$ cat src/rtl/pic_cmd_pkg.sv
package pic_cmd_pkg;
    localparam int BYTE_W = 8;
    localparam int LINES  = 8;
    localparam int IDX_W  = $clog2(LINES);
    localparam int STEP_W = 3;

    localparam logic [STEP_W-1:0] STEP_IDLE = 3'd1;
    localparam logic [STEP_W-1:0] STEP_VEC  = 3'd2;
    localparam logic [STEP_W-1:0] STEP_CAS  = 3'd3;
    localparam logic [STEP_W-1:0] STEP_MODE = 3'd4;

    // registered state of the decoder
    typedef struct packed {
        logic                init_busy;
        logic [STEP_W-1:0]   step;
        logic [BYTE_W-1:0]   mask;
        logic [BYTE_W-1:0]   vbase;
        logic [BYTE_W-1:0]   cascade;
        logic                aeoi;
        logic                rot_aeoi;
        logic                smm;
        logic                poll;
        logic                rd_isr;
        logic [IDX_W-1:0]    low_pri;
        logic [LINES-1:0]    isr_clr;
        logic                reset_req;
    } ctl_state_t;

    // classified command-port byte
    typedef struct packed {
        logic start_ok;
        logic sel_upd;
        logic sel_isr;
        logic smm_upd;
        logic smm_val;
        logic poll_set;
        logic eoi_any;
        logic eoi_specific;
        logic eoi_rotate;
        logic set_pri;
        logic rot_set;
        logic rot_clr;
    } cmd_dec_t;
endpackage

$ cat src/rtl/pic_cmd_classify.sv
module pic_cmd_classify
    import pic_cmd_pkg::*;
(
    input  logic [BYTE_W-1:0] cmd_byte,
    output cmd_dec_t          dec
);
    always_comb begin
        dec = '0;
        if (cmd_byte[4]) begin
            // start word: needs the fourth-word request, nothing unsupported
            dec.start_ok = cmd_byte[0] && !cmd_byte[1] && !cmd_byte[2] &&
                           !cmd_byte[3] && (cmd_byte[7:5] == 3'b000);
        end else if (cmd_byte[3]) begin
            dec.sel_upd  = cmd_byte[1];
            dec.sel_isr  = cmd_byte[0];
            dec.smm_upd  = cmd_byte[6];
            dec.smm_val  = cmd_byte[5];
            dec.poll_set = cmd_byte[2];
        end else if (cmd_byte[5]) begin
            // non-specific forms only with a zero index field
            if (cmd_byte[6] || (cmd_byte[2:0] == 3'b000)) begin
                dec.eoi_any      = 1'b1;
                dec.eoi_specific = cmd_byte[6];
                dec.eoi_rotate   = cmd_byte[7];
            end
        end else begin
            case (cmd_byte[7:6])
                2'b11:   dec.set_pri = 1'b1;
                2'b10:   dec.rot_set = (cmd_byte[2:0] == 3'b000);
                2'b00:   dec.rot_clr = (cmd_byte[2:0] == 3'b000);
                default: ;
            endcase
        end
    end
endmodule

$ cat src/rtl/pic_init_word_check.sv
module pic_init_word_check
    import pic_cmd_pkg::*;
(
    input  logic [BYTE_W-1:0] word,
    input  logic [STEP_W-1:0] step,
    input  logic              secondary,
    output logic              word_ok,
    output logic              aeoi_hit
);
    always_comb begin
        word_ok  = 1'b0;
        aeoi_hit = 1'b0;
        case (step)
            STEP_VEC: word_ok = 1'b1;
            STEP_CAS: word_ok = !(secondary && (word[7:3] != 5'b0));
            STEP_MODE: begin
                if (!word[0]) begin
                    word_ok = 1'b0;
                end else if (word[1]) begin
                    aeoi_hit = 1'b1;
                end else begin
                    word_ok = !word[2] && !word[3] && (word[7:5] == 3'b000);
                end
            end
            default: ;
        endcase
    end
endmodule

$ cat src/rtl/pic_lowest_bit.sv
module pic_lowest_bit #(
    parameter int N = 8
) (
    input  logic [N-1:0] vec,
    output logic [N-1:0] onehot
);
    logic [N:0] seen;
    assign seen[0] = 1'b0;

    for (genvar i = 0; i < N; i++) begin : g_scan
        assign onehot[i]  = vec[i] & ~seen[i];
        assign seen[i+1]  = seen[i] | vec[i];
    end
endmodule

$ cat src/rtl/pic_cmd_decoder.sv
module pic_cmd_decoder
    import pic_cmd_pkg::*;
(
    input  logic              clk,
    input  logic              rst_n,
    input  logic              secondary,
    input  logic              cmd_we,
    input  logic              data_we,
    input  logic [BYTE_W-1:0] wdata,
    input  logic [BYTE_W-1:0] irr_in,
    input  logic [BYTE_W-1:0] isr_in,
    output logic [BYTE_W-1:0] cmd_rdata,
    output logic [BYTE_W-1:0] data_rdata,
    output logic              init_busy,
    output logic [STEP_W-1:0] init_step,
    output logic [BYTE_W-1:0] irq_mask,
    output logic [BYTE_W-1:0] vec_base,
    output logic [BYTE_W-1:0] cascade_cfg,
    output logic              auto_eoi,
    output logic              rot_aeoi,
    output logic              special_mask,
    output logic              poll_req,
    output logic [IDX_W-1:0]  low_pri,
    output logic [LINES-1:0]  isr_clr,
    output logic              reset_req
);
    ctl_state_t s_q, s_d;
    cmd_dec_t   dec;
    logic       word_ok, aeoi_hit;
    logic [LINES-1:0] low_1h, spec_1h;

    pic_cmd_classify u_classify (
        .cmd_byte (wdata),
        .dec      (dec)
    );

    pic_init_word_check u_word_check (
        .word      (wdata),
        .step      (s_q.step),
        .secondary (secondary),
        .word_ok   (word_ok),
        .aeoi_hit  (aeoi_hit)
    );

    pic_lowest_bit #(.N(LINES)) u_lowest (
        .vec    (isr_in[LINES-1:0]),
        .onehot (low_1h)
    );

    assign spec_1h = {{(LINES-1){1'b0}}, 1'b1} << wdata[IDX_W-1:0];

    always_comb begin
        s_d           = s_q;
        s_d.isr_clr   = '0;
        s_d.reset_req = 1'b0;
        if (cmd_we) begin
            if (dec.start_ok) begin
                s_d.init_busy = 1'b1;
                s_d.step      = STEP_VEC;
                s_d.mask      = '0;
                s_d.low_pri   = '1;
                s_d.rot_aeoi  = 1'b0;
                s_d.reset_req = 1'b1;
            end
            if (dec.sel_upd)  s_d.rd_isr = dec.sel_isr;
            if (dec.smm_upd)  s_d.smm    = dec.smm_val;
            if (dec.poll_set) s_d.poll   = 1'b1;
            if (dec.eoi_any) begin
                s_d.isr_clr = dec.eoi_specific ? spec_1h : low_1h;
                if (dec.eoi_rotate) s_d.low_pri = s_q.low_pri + IDX_W'(1);
            end
            if (dec.set_pri) s_d.low_pri  = wdata[IDX_W-1:0];
            if (dec.rot_set) s_d.rot_aeoi = 1'b1;
            if (dec.rot_clr) s_d.rot_aeoi = 1'b0;
        end else if (data_we) begin
            if (s_q.init_busy) begin
                case (s_q.step)
                    STEP_VEC:  s_d.vbase = wdata;
                    STEP_CAS:  if (word_ok) s_d.cascade = wdata;
                    STEP_MODE: if (aeoi_hit) s_d.aeoi = 1'b1;
                    default: ;
                endcase
                if (word_ok) begin
                    if (s_q.step == STEP_MODE) begin
                        s_d.init_busy = 1'b0;
                        s_d.step      = STEP_IDLE;
                    end else begin
                        s_d.step = s_q.step + STEP_W'(1);
                    end
                end
            end else begin
                s_d.mask = wdata;
            end
        end
    end

    always_ff @(posedge clk or negedge rst_n) begin
        if (!rst_n) begin
            s_q      <= '0;
            s_q.step <= STEP_IDLE;
        end else begin
            s_q <= s_d;
        end
    end

    assign cmd_rdata    = s_q.rd_isr ? isr_in : irr_in;
    assign data_rdata   = s_q.mask;
    assign init_busy    = s_q.init_busy;
    assign init_step    = s_q.step;
    assign irq_mask     = s_q.mask;
    assign vec_base     = s_q.vbase;
    assign cascade_cfg  = s_q.cascade;
    assign auto_eoi     = s_q.aeoi;
    assign rot_aeoi     = s_q.rot_aeoi;
    assign special_mask = s_q.smm;
    assign poll_req     = s_q.poll;
    assign low_pri      = s_q.low_pri;
    assign isr_clr      = s_q.isr_clr;
    assign reset_req    = s_q.reset_req;
endmodule

$ cat config.mk
export PLATFORM = sky130hd
export DESIGN_NAME = pic_cmd_decoder
export DESIGN_NICKNAME = d
export VERILOG_FILES = /design/src/rtl/pic_cmd_pkg.sv /design/src/rtl/pic_cmd_classify.sv /design/src/rtl/pic_init_word_check.sv /design/src/rtl/pic_lowest_bit.sv /design/src/rtl/pic_cmd_decoder.sv
export SDC_FILE = /design/constraint.sdc
export NUM_CORES = 1
export LEC_CHECK = 0
export ABC_AREA = 1
export ABC_CLOCK_PERIOD_IN_PS = 2000
export BUFFER_PORTS_ARGS = -buffer_cell sky130_fd_sc_hd__buf_4
export CORE_ASPECT_RATIO = 0.75
export CORE_MARGIN = 2
export CORE_UTILIZATION = 46
export CTS_BUF_LIST = sky130_fd_sc_hd__clkbuf_8
export DETAILED_ROUTE_END_ITERATION = 12
export GPL_TIMING_DRIVEN = 0
export PLACE_DENSITY = 0.8
export SYNTH_ARGS = -nofsm -noshare
export SYNTH_HDL_FRONTEND = slang
export SYNTH_SLANG_ARGS = --single-unit
$ cat constraint.sdc
create_clock -name clk -period 2 [get_ports clk]
set_input_delay 0.6 -clock clk [delete_from_list [all_inputs] [get_ports clk]]
set_output_delay 0.6 -clock clk [all_outputs]
set_load 0.02 [all_outputs]
* Word-level counts from Yosys, hierarchy flattened
Cells that the tools add are included.
** Cells by class
- Add/subtract/negate cells :: 2
- Equality and inequality tests :: 7
- Shifts and indexed selects :: 1
- Muxes and demuxes :: 41
- Bitwise gates (word level) :: 21
- Reductions and logical operators :: 30
** Operators with widths (count)
- 2-to-1 mux 8 bit :: 6
- 2-to-1 mux 29 bit :: 1
- 2-to-1 mux 12 bit :: 2
- 2-to-1 mux 11 bit :: 2
- 2-to-1 mux 3 bit :: 7
- 2-to-1 mux 17 bit :: 1
- 2-to-1 mux 1 bit :: 16
- AND reduction 2 bit :: 5
- AND reduction 5 bit :: 2
- 2-to-1 mux 9 bit :: 1
- 2-to-1 mux 4 bit :: 2
- NOT 1 bit :: 8
- AND reduction 4 bit :: 2
- left shift 1 x 3 -> 8 bit, first input constant :: 1
- AND 1 bit :: 7
- logical AND 1 bit :: 7
- adder 3 x 1 -> 3 bit, second input constant :: 2
- == test 3 x 2 -> 1 bit, second input constant :: 2
- logical NOT 3 bit :: 2
- 2-to-1 mux 6 bit :: 1
- bitwise OR 1 bit :: 6
- nonzero test 2 bit :: 3
- 2-to-1 mux 5 bit :: 1
- nonzero test 5 bit :: 1
- 10 further kinds :: 14
** Storage, ports and cells
- Flip-flop bits (word level) :: 45
- Bits of input ports :: 29
- Output and inout port bits :: 60
- Logic and storage cells :: 115

* Logic depth before layout (Yosys ltp)
- Word-level depth :: 11
- Gate-level depth with buffers :: 10
- Gate-level depth less buffers :: 10

* Cells and area by module
A second synthesis with hierarchy kept.
** Unflattened totals
- Cells, all modules :: 350
- Area, all modules :: 2815.2 µm²
** Modules (own cells, without submodules)
- pic_cmd_decoder :: times used 1, cells an instance 277, area an instance 2502.4 µm², sequential area each 1127.3 µm²
- pic_cmd_classify :: times used 1, cells an instance 32, area an instance 130.1 µm², sequential area each 0.0 µm²
- pic_init_word_check :: times used 1, cells an instance 23, area an instance 92.6 µm², sequential area each 0.0 µm²
- pic_lowest_bit :: times used 1, cells an instance 18, area an instance 90.1 µm², sequential area each 0.0 µm²

* Worst setup path before layout
Ideal clock, no wire load.
- Path kind :: input -> output
- Start :: input isr_in[2]
- End :: output cmd_rdata[2]
- Arrival :: 1.131 ns
- Required time :: 1.400 ns
- Slack :: 0.269 ns
- Stages :: 2
- Buffers on the path :: 0
- Cell sequence :: inv_1 -> o21ai_0
** Between the ends
- Longest elaborated chain between the ends :: 1
** Ends and longest elaborated chain
- start, declared :: RTL line pic_cmd_decoder.sv:11 : input logic [BYTE_W-1:0] isr_in,
- 2-to-1 mux 8 bit :: RTL line pic_cmd_decoder.sv:106 : assign cmd_rdata = s_q.rd_isr ? isr_in : irr_in;
- end, declared :: RTL line pic_cmd_decoder.sv:12 : output logic [BYTE_W-1:0] cmd_rdata,
No other way between the ends.

* Worst setup path after layout
- Start :: register s_q[12] in the netlist's numbering
- End :: output cmd_rdata[6]
** Between the ends
- Longest elaborated chain between the ends :: 1
** Ends and longest elaborated chain
- start, declared :: RTL line pic_cmd_decoder.sv:27 : ctl_state_t s_q, s_d;
- 2-to-1 mux 8 bit :: RTL line pic_cmd_decoder.sv:106
No other way between the ends.

==> results.toml <==
[status]
status = "complete, no violations"

[setup_path]
critPathLaunch = "s_q[12]"
rrSetupSlack_ns = 0.19
startpoint_type = "flip-flop"
cp_max_fo = 14
cp.required_ns = 1.40
r2r_cells = 10
crit_arrival_ns = 1.27
r2r-start = "init_step[0]"
r2r_end = "cascade_cfg[6]"
critical_path_class = "flip-flop to output pin"
end_kind = "output pin"

[layout]
fill_cells = 517
design_area_um2 = 3580
n_antenna_cell = 0
layout.nets = 452
area_growth_pct = 30.0
drive_gt1_frac = 0.442

[synth]
ys_types = 39
synth_warnings = 0
ys.flop_type = "dfrtp_1"
synth-async-reset-ratio = 1.00
synth_edf_count = 0
post_synth.cell_area_avg_um2 = 8.43
ys_seq_elements = 45
netlist_instances = 327
synth_nets = 361
syn-cell-area_um2 = 2760
yosysSeqAreaShare = 0.409

[sta]
worstMarginPinSlew_ns = 0.558
fin_crit_sh = 0.937
setup_viol = 0
fmax_ghz = 0.533
period_needed_ns = 1.87
setup_tns_ns = 0
fin_skew_ns = 0.00432
rsz0062_at_grt = "false"
hold_viol_final = 0
slew_violations = 0
relSlewSlack = 0.628
layout_setup_ws_ns = 0.126

[clocking]
cts_resized = 1
htree_levels = 2
clkSinkCount = 45
clk_path_buf_depth = 2
cts_hold_buf = 0
cts_tree = "yes"
root_buffer = "clkbuf_8"
clk_pin_slew_worst_paths_ns = 0.09
numCtsBuffers = 5
cts_setup_buffers = 0
clk_latency_ns = 0.30

[place]
placed_cell_area_um2 = 3490
numPortBuffers = 85
place_ws_ns = 0.0997
hpwl_um = 4900
place.gp.congestion = 0.841

[detailed_routing]
drt_first_pass_iters = 6
drc = 0
viasPerCell = 4.93
vias = 2452
drtIter0Drc = 100
wl_per_cell_um = 13.0
totalWireLength_um = 6450
ant_nets = 0

[grt]
track_usage = 0.192
grt_max_degree = 46
grt_antenna_before_repair = 0
overflow = 0
grt_pass1_vias = 2288
grt_pass1_wl_um = 10300

[floorplan]
core_area_um2 = 5800
die-area_um2 = 6630
fp.dieW_um = 93.4
start_util = 0.476
pin_count = 89
die_y_um = 71.0
fp-row-count = 24

[hold_path]
hold_class = "primary input to asynchronous set/reset pin"

[power_and_ir_drop]
vdd_drop_max_uv = 377
powerDensity_nw_per_um2 = 655
cellLeakagePower_nw = 1.98
p_sw_mw = 0.792
clock_power_share = 0.252
combPwrFrac = 0.306
cellInternalPower_mw = 1.56
p_sw_frac = 0.337
p_seq_frac = 0.442

[flow_run]
cap_violations = 0
[sequential cells by signal, summed over array words and instances (netlist names)]
signal and count:
cascade_cfg 8, data_rdata 8, isr_clr 8, vec_base 8, init_step 3, low_pri 3
auto_eoi 1, init_busy 1, poll_req 1, reset_req 1, rot_aeoi 1, s_q 1
special_mask 1
[cells by family after synthesis]
group                    synth area share
XOR/XNOR                          0.00318
AO/OA/AOI/OAI                      0.0985
buffers and inverters               0.196
flip-flops                          0.409
AND/OR/NAND/NOR                     0.271
adder cells (fa/ha/maj)            0.0227
[cell usage after synthesis (2+ instances only)]
| library cell | count | area (um^2) |
|---|---|---|
| nand2_1 | 75 | 282 |
| buf_4 | 46 | 345 |
| dfrtp_1 | 44 | 1100 |
| inv_1 | 29 | 109 |
| nand3_1 | 20 | 100 |
| o21ai_0 | 15 | 75.1 |
| nor2_1 | 14 | 52.6 |
| a21oi_1 | 11 | 55.1 |
| o21ai_2 | 8 | 70.1 |
| nand4_1 | 7 | 43.8 |
| ha_1 | 5 | 62.6 |
| inv_2 | 5 | 18.8 |
| nand2_2 | 5 | 31.3 |
| nand3_2 | 5 | 50.1 |
| nor2_4 | 4 | 45.0 |
| buf_2 | 3 | 15.0 |
| nand2_4 | 3 | 33.8 |
| a31oi_1 | 2 | 12.5 |
| buf_6 | 2 | 22.5 |
| nand3b_1 | 2 | 15.0 |
| nor2_2 | 2 | 12.5 |
| nor3_4 | 2 | 32.5 |
| nor4_1 | 2 | 12.5 |
[metal layers]
metal  GRT usage  vias to the layer above  routed length (um)
met5           0                        -                   0
met2       0.301                       89                3020
li1            -                     1197                   -
met3      0.0341                       11                 368
met1       0.274                     1155                2970
met4      0.0572                        0                  83
[final cells by class]
cell class,count,area [um^2],share of cell area
buffer,52,403,0.112
clock buffer,5,68.8,0.0192
clock inverter,3,25.0,0.00699
inverter,35,134,0.0374
multi-input combinational,194,1090,0.304
sequential,45,1130,0.315
tap,78,97.6,0.0272
timing repair buffer,85,638,0.178
[how the worst max path moves through the flow]
stage                           endpoint  cells after the start
after floorplan             cmd_rdata[2]                      2
after global placement     data_rdata[5]                      9
after detailed placement   data_rdata[0]                      9
after CTS                   cmd_rdata[6]                      4
after global routing      cascade_cfg[7]                     10
final                       cmd_rdata[6]                      4
[cells in the final DEF, fill, tap and decap left out, types with 3 or more instances in the layout]
master    count
nand2_4       3
clkbuf_8      5
nand4_1       7
ha_1          5
o21ai_0      15
buf_4       131
buf_2         3
nand2_1      75
nor2_4        4
nand3_1      20
dfrtp_1      44
inv_1        28
o21ai_2       8
nor2_1       14
a21oi_1      11
nand2_2       5
inv_2         6
nand3_2       5
[critical path, stage by stage, from the launching register on]
cell and delay (ns):
dfrtp_1 0.43, inv_2 0.19, nand2_1 0.08, o21ai_0 0.10
buf_4 0.18
[power by group through the flow]
stage / clock, mW / sequential, mW / combinational, mW
2_1_floorplan: 0 / 1.05 / 0.439
3_3_place_gp: 0 / 1.05 / 0.705
3_5_place_dp: 0 / 1.05 / 0.723
4_1_cts: 0.604 / 1.04 / 0.724
5_1_grt: 0.634 / 1.05 / 0.780
6_report: 0.592 / 1.04 / 0.719
[stage by stage]
| step | instances | power (mW) | utilization | hold WS, ns |
|---|---|---|---|---|
| 3_5_place_dp | 490 | 1.78 | 0.603 | 0.470 |
| 4_1_cts | 497 | 2.36 | 0.618 | 0.301 |
| 3_3_place_gp | 490 | 1.76 | 0.603 | 0.458 |
| 6_report | 497 | 2.35 | 0.618 | 0.277 |
| 2_1_floorplan | 327 | 1.48 | - | 0.304 |
| 5_1_grt | 497 | 2.46 | 0.618 | 0.334 |
Note: power is estimated with default switching activity, not from simulation.
